<file path="src/rtl/sc_resp_pkg.sv">
package sc_resp_pkg;
  typedef enum logic [1:0] {PH_IDLE, PH_SOF, PH_DATA, PH_EOF} phase_e;

  typedef struct packed {
    logic low_rate;
    logic dual_sc;
    logic fast;
  } mode_t;
endpackage

</file>
<file path="src/rtl/sc_tone_gen.sv">
module sc_tone_gen #(
  parameter int SC1_DIV = 32,
  parameter int SC2_DIV = 28,
  parameter int UW      = 9
) (
  input  logic          clk_i,
  input  logic          rst_ni,
  input  logic          active_i,
  input  logic          burst_i,
  input  logic          dual_i,
  input  logic [UW-1:0] units_i,
  output logic          mod_o,
  output logic          last_o
);
  localparam int MAXD = (SC1_DIV > SC2_DIV) ? SC1_DIV : SC2_DIV;
  localparam int CW   = $clog2(MAXD);
  localparam int PW   = UW + 1;

  logic [CW-1:0] cyc_q, div_m1, half;
  logic [PW-1:0] pul_q, npulse_m1;
  logic          is_sc2, wrap;

  always_comb begin
    is_sc2 = !burst_i && dual_i;
    div_m1 = is_sc2 ? CW'(SC2_DIV - 1) : CW'(SC1_DIV - 1);
    half   = is_sc2 ? CW'(SC2_DIV / 2) : CW'(SC1_DIV / 2);
    // second subcarrier fills a gap with 9 pulses per 8 units
    npulse_m1 = (is_sc2 ? ({1'b0, units_i} + PW'(units_i >> 3)) : {1'b0, units_i}) - PW'(1);
    wrap   = (cyc_q == div_m1);
    last_o = active_i && wrap && (pul_q == npulse_m1);
    mod_o  = active_i && (burst_i || dual_i) && (cyc_q < half);
  end

  always_ff @(posedge clk_i or negedge rst_ni) begin
    if (!rst_ni) begin
      cyc_q <= '0;
      pul_q <= '0;
    end else if (!active_i || last_o) begin
      cyc_q <= '0;
      pul_q <= '0;
    end else if (wrap) begin
      cyc_q <= '0;
      pul_q <= pul_q + PW'(1);
    end else begin
      cyc_q <= cyc_q + CW'(1);
    end
  end
endmodule

</file>
<file path="src/rtl/sc_frame_seq.sv">
module sc_frame_seq
  import sc_resp_pkg::*;
#(
  parameter int HALF_PULSES = 8,
  parameter int SOF_MULT    = 3,
  parameter int LOW_SHIFT   = 2,
  parameter int UW          = 9
) (
  input  logic          clk_i,
  input  logic          rst_ni,
  input  logic          start_i,
  input  mode_t         mode_i,
  input  logic          elem_last_i,
  input  logic [7:0]    byte_i,
  input  logic          byte_valid_i,
  output logic          byte_ready_o,
  output logic          busy_o,
  output logic          err_o,
  output logic          active_o,
  output logic          burst_o,
  output logic          dual_o,
  output logic [UW-1:0] units_o
);
  phase_e        ph_q;
  logic [1:0]    step_q;
  logic [7:0]    sh_q, hb_q;
  logic [2:0]    bi_q;
  logic          hv_q, err_q;
  mode_t         mode_q;
  logic [UW-1:0] h_u, long_u;
  logic          mode_bad, accept, bnd, take;

  always_comb begin
    mode_bad = mode_i.fast && mode_i.dual_sc;
    accept   = (ph_q == PH_IDLE) && start_i && !mode_bad;
    h_u = UW'(HALF_PULSES);
    if (mode_q.low_rate) h_u = h_u << LOW_SHIFT;
    if (mode_q.fast)     h_u = h_u >> 1;
    long_u = h_u * UW'(SOF_MULT);
    byte_ready_o = ((ph_q == PH_SOF) || (ph_q == PH_DATA)) && !hv_q;
    take = byte_valid_i && byte_ready_o;
    bnd  = elem_last_i && (((ph_q == PH_SOF) && (step_q == 2'd3)) ||
                           ((ph_q == PH_DATA) && (step_q == 2'd1) && (bi_q == 3'd7)));
    busy_o   = (ph_q != PH_IDLE);
    active_o = busy_o;
    dual_o   = mode_q.dual_sc;
    err_o    = err_q;
    burst_o  = 1'b0;
    units_o  = h_u;
    case (ph_q)
      PH_SOF: begin
        burst_o = step_q[0];
        units_o = step_q[1] ? h_u : long_u;
      end
      PH_DATA: burst_o = (step_q == 2'd0) ? !sh_q[0] : sh_q[0];
      PH_EOF: begin
        burst_o = !step_q[0];
        units_o = step_q[1] ? long_u : h_u;
      end
      default: ;
    endcase
  end

  always_ff @(posedge clk_i or negedge rst_ni) begin
    if (!rst_ni) begin
      ph_q   <= PH_IDLE;
      step_q <= '0;
      sh_q   <= '0;
      hb_q   <= '0;
      bi_q   <= '0;
      hv_q   <= 1'b0;
      err_q  <= 1'b0;
      mode_q <= '0;
    end else begin
      err_q <= (ph_q == PH_IDLE) && start_i && mode_bad;
      if (accept) begin
        ph_q   <= PH_SOF;
        step_q <= '0;
        mode_q <= mode_i;
        hv_q   <= 1'b0;
      end else if (bnd) begin
        step_q <= '0;
        bi_q   <= '0;
        if (hv_q) begin
          sh_q <= hb_q;
          hv_q <= 1'b0;
          ph_q <= PH_DATA;
        end else if (byte_valid_i) begin
          sh_q <= byte_i;
          ph_q <= PH_DATA;
        end else begin
          ph_q <= PH_EOF;
        end
      end else begin
        if (take) begin
          hb_q <= byte_i;
          hv_q <= 1'b1;
        end
        if (elem_last_i) begin
          case (ph_q)
            PH_SOF: step_q <= step_q + 2'd1;
            PH_DATA: begin
              if (step_q == 2'd0) step_q <= 2'd1;
              else begin
                step_q <= 2'd0;
                sh_q   <= sh_q >> 1;
                bi_q   <= bi_q + 3'd1;
              end
            end
            PH_EOF: begin
              if (step_q == 2'd3) ph_q <= PH_IDLE;
              step_q <= step_q + 2'd1;
            end
            default: ;
          endcase
        end
      end
    end
  end
endmodule

</file>
<file path="src/rtl/sc_resp_encoder.sv">
module sc_resp_encoder
  import sc_resp_pkg::*;
#(
  parameter int SC1_DIV     = 32,
  parameter int SC2_DIV     = 28,
  parameter int HALF_PULSES = 8,
  parameter int SOF_MULT    = 3,
  parameter int LOW_SHIFT   = 2
) (
  input  logic       clk_i,
  input  logic       rst_ni,
  input  logic       start_i,
  input  logic       low_rate_i,
  input  logic       dual_sc_i,
  input  logic       fast_i,
  input  logic [7:0] byte_i,
  input  logic       byte_valid_i,
  output logic       byte_ready_o,
  output logic       mod_o,
  output logic       busy_o,
  output logic       err_o
);
  localparam int UW = $clog2(HALF_PULSES * SOF_MULT * (1 << LOW_SHIFT)) + 2;

  mode_t         mode;
  logic          active, burst, dual, elem_last;
  logic [UW-1:0] units;

  always_comb begin
    mode.low_rate = low_rate_i;
    mode.dual_sc  = dual_sc_i;
    mode.fast     = fast_i;
  end

  sc_frame_seq #(
    .HALF_PULSES(HALF_PULSES), .SOF_MULT(SOF_MULT), .LOW_SHIFT(LOW_SHIFT), .UW(UW)
  ) u_seq (
    .clk_i(clk_i), .rst_ni(rst_ni), .start_i(start_i), .mode_i(mode),
    .elem_last_i(elem_last), .byte_i(byte_i), .byte_valid_i(byte_valid_i),
    .byte_ready_o(byte_ready_o), .busy_o(busy_o), .err_o(err_o),
    .active_o(active), .burst_o(burst), .dual_o(dual), .units_o(units)
  );

  sc_tone_gen #(
    .SC1_DIV(SC1_DIV), .SC2_DIV(SC2_DIV), .UW(UW)
  ) u_tone (
    .clk_i(clk_i), .rst_ni(rst_ni), .active_i(active), .burst_i(burst),
    .dual_i(dual), .units_i(units), .mod_o(mod_o), .last_o(elem_last)
  );
endmodule

</file>
<file path="config.mk">
export PLATFORM = sky130hd
export DESIGN_NAME = sc_resp_encoder
export DESIGN_NICKNAME = d
export VERILOG_FILES = /design/src/rtl/sc_resp_pkg.sv /design/src/rtl/sc_tone_gen.sv /design/src/rtl/sc_frame_seq.sv /design/src/rtl/sc_resp_encoder.sv
export SDC_FILE = /design/constraint.sdc
export NUM_CORES = 1
export LEC_CHECK = 0
export BUFFER_PORTS_ARGS = -buffer_cell sky130_fd_sc_hd__buf_2
export CORE_AREA = 5 5 107 109
export CTS_BUF_LIST = sky130_fd_sc_hd__clkbuf_8
export CTS_CLUSTER_SIZE = 24
export DETAILED_ROUTE_END_ITERATION = 7
export DIE_AREA = 0 0 112 114
export GPL_TIMING_DRIVEN = 0
export PLACE_DENSITY = 0.58
export SYNTH_ARGS = -nofsm -noshare
export SYNTH_HDL_FRONTEND = slang
export SYNTH_SLANG_ARGS = --single-unit
</file>
<file path="constraint.sdc">
create_clock -name clk_i -period 7.7 [get_ports clk_i]
set_input_delay 0.77 -clock clk_i [delete_from_list [all_inputs] [get_ports clk_i]]
set_output_delay 0.77 -clock clk_i [all_outputs]
set_load 0.01 [all_outputs]
</file>
==> out/metrics.cfg <==
[status]
outcome=complete, no violations

[power]
pwr-share-clk=0.128
leakage_nw=1.750
p_total_mw=1.344
power_density_nw_per_um2=344.9
power_frac_comb=0.640
p_seq_frac=0.232
peakVddDrop_uv=173.9
power.switching_uw=620.8
p_sw_frac=0.4621
p_int_uw=722.7

[placement]
place.gp.congestion=0.8328
io_buffer_count=18
dp_slack_ps=1946
placed_area_sq_um=3792
placed_cells=545
hpwlAfterDp_mm=5.957

[final_layout]
regArea_sq_um=1076
utilization=0.3707
layout_commonest_cell=dfrtp_1
fill_cells=1073
final_cells=552
drive_above_1_share=0.1529
final_area_sq_um=3895
multi_input_area_sq_um=2280
nets=453
antennaDiodeCount=0
final_cell_mix=dfrtp_1 (43), nor2_1 (28), nand2_1 (26)
syn_to_final_growth_pct=10.43

[sta]
slew_viol_final=0
slew_headroom=0.3443
max_freq_ghz=0.1722
finalHoldViolCount=0
finalSetupTns_ps=0
min_period_ps=5807
grt_setup_unrepaired=false
layout_setup_ws_ps=1893
setup_viol=0
hold_ws_ps=478.2
worstMarginPinSlew_ps=983.5
finalCritPeriodShare=0.7541
finClkSkew_ps=15.65

[synth]
synth_edf_count=0
yosysUniqueCellTypes=71
synth-compound-area-share=0.1717
synth_xor_area_frac=0.07982
synth_seq_cells=43
syn_area_sq_um=3527
synth_flop_cell=dfrtp_1
synthCells=387
syn_nets=428
synth-simple-area-share=0.2203
synth_warnings=0
syn_area_per_cell_sq_um=9.114
synth_seq_area_share=0.3051
synthArstFlopShare=1.000
synthMuxAreaShare=0.07733
synth_fa_ha_area_frac=0.09720
synth_top_family_by_area=simple AND/OR/NAND/NOR gates

[die]
die_h_um=114
die_area_sq_um=12770
num_rows=38
die_x_um=112
core_sq_um=10510
top_level_ports=19
start_util=0.3357

[global_route]
grt_pass1_wl_mm=13.63
grt_use_total=0.1268
antenna_found_initial=0
grt_max_degree=44
grt_pass1_vias=2930
overflow=0

[drt]
first_iter_violations=145
wl_per_cell_um=14.27
post-route-drc-count=0
vias_per_cell=5.341
vias=2948
drt-pass1-iter-count=4
wirelength_mm=7.877
ant_nets=0

[worst_hold_path]
hold_path_depth=1
min_from=u_tone.cyc_q[0]$_DFF_PN0_
hold_path_class=flop to flop
whs_endpoint=u_tone.cyc_q[0]$_DFF_PN0_

[worst_setup_path]
reg2reg_from=u_seq.mode_q[2]$_DFFE_PN0P_
cp.required_ps=7880
worstPathMaxFanout=10
rr_worst_depth=21
end_kind=flop
criticalPathCategory=flop to flop
rr_endpoint=u_tone.pul_q[0]$_DFFE_PN0P_
reg2reg_slack_ps=1890
start_kind=flop
critPathArrivalTime_ps=5990

[clocking]
cts_tree=built
cts_resized=0
cts_post_setup_buffers_inserted=0
cts_sinks=43
clkLatencyLatePin_ps=300
root_buffer=clkbuf_8
cts_htree_levels=2
hold_buffers=0
cts.path.max_buffers=2
cts_buffers=5
clk_pin_slew_ps=90

[flow_run]
max_cap_violations=0

## cell usage after synthesis (all sizes together) (2+ instances only)
cell	n	area [sq um]
or2	3	18.77
o22ai	2	12.51
nand4	15	93.84
a31o	7	61.31
nand2	27	103.9
a21oi	14	70.07
nor2	28	105.1
o221ai	2	17.52
ha	25	312.8
inv	24	90.08
mux2i	16	160.2
o21ai	13	65.06
nor4b	3	26.28
nor2b	5	31.28
xnor2	15	131.4
and2	3	18.77
a221o	2	20.02
a31oi	6	43.79
a211oi	8	72.57
clkbuf	6	23.77
nor3	21	121.4
a311oi	3	50.05
xnor3	2	45.04
and4b	2	20.02
buf	11	57.55
nand2b	4	25.02
and3b	2	17.52
and4	3	26.28
a2111oi	3	45.05
nor4	3	18.77
a21o	3	22.52
xor2	12	105.1
dfrtp	43	1076
o211ai	2	15.01
nor3b	5	37.54
nand3	10	50.05
and3	5	31.28
mux2	10	112.6
o21a	2	15.01
## per-layer routing
metal / GRT usage / vias up / routed length (um) / share of wire
li1: - / 1471 / - / -
met4: 0.03766 / 0 / 141 / 0.018
met2: 0.2242 / 70 / 3784 / 0.48
met5: 0 / - / 0 / 0
met1: 0.1620 / 1395 / 3666 / 0.47
met3: 0.01698 / 12 / 284 / 0.036
## critical path, cell delays in order, from the launching register on
cell	delay [ps]
dfrtp_1	420
inv_1	110
ha_1	310
ha_1	200
nand2b_1	160
and4_1	230
a211oi_1	400
and3_1	210
buf_2	180
ha_1	220
fa_1	170
buf_1	270
xnor2_1	260
o221ai_1	300
or4b_1	640
a21oi_1	150
o211ai_1	150
a2111oi_4	700
or2_0	180
buf_2	160
buf_4	180
nor2_1	60
## sequential cells by signal, indices dropped and copies added, names as in the netlist
name          cells
u_seq.bi_q        3
u_seq.dual_o      1
u_seq.err_o       1
u_seq.hb_q        8
u_seq.hv_q        1
u_seq.mode_q      2
u_seq.ph_q        2
u_seq.sh_q        8
u_seq.step_q      2
u_tone.cyc_q      5
u_tone.pul_q     10
## power by group through the flow
stage | registers [mW] | clock network (mW) | logic [mW]
after floorplan | 0.305 | 0 | 0.685
final | 0.311 | 0.172 | 0.860
after global placement | 0.313 | 0 | 0.835
after global routing | 0.320 | 0.188 | 0.954
after detailed placement | 0.316 | 0 | 0.850
after CTS | 0.312 | 0.179 | 0.858
## worst max-delay path by stage
stage                                  end                        start
2_1_floorplan  u_tone.pul_q[0]$_DFFE_PN0P_  u_seq.mode_q[0]$_DFFE_PN0P_
3_3_place_gp   u_tone.pul_q[4]$_DFFE_PN0P_  u_seq.mode_q[2]$_DFFE_PN0P_
3_5_place_dp   u_tone.pul_q[3]$_DFFE_PN0P_  u_seq.mode_q[0]$_DFFE_PN0P_
4_1_cts        u_tone.pul_q[0]$_DFFE_PN0P_  u_seq.mode_q[2]$_DFFE_PN0P_
5_1_grt        u_tone.pul_q[0]$_DFFE_PN0P_  u_seq.mode_q[2]$_DFFE_PN0P_
6_report       u_tone.pul_q[0]$_DFFE_PN0P_  u_seq.mode_q[2]$_DFFE_PN0P_
## cells by family after synthesis
logic type / Yosys count
AND/OR/NAND/NOR: 143
buffers and inverters: 41
XOR/XNOR: 29
multiplexers: 26
AO/OA/AOI/OAI: 78
flip-flops: 43
adder cells (fa/ha/maj): 27
## cell type report
cell class | count | area share
Clock buffer | 5 | 0.01767
Sequential cell | 43 | 0.2763
Clock inverter | 2 | 0.008673
Timing Repair Buffer | 18 | 0.02313
Tap cell | 140 | 0.04497
Inverter | 24 | 0.02313
Buffer | 17 | 0.02088
Multi-Input combinational cell | 303 | 0.5853
No activity file was read; power rests on OpenSTA's default activity.
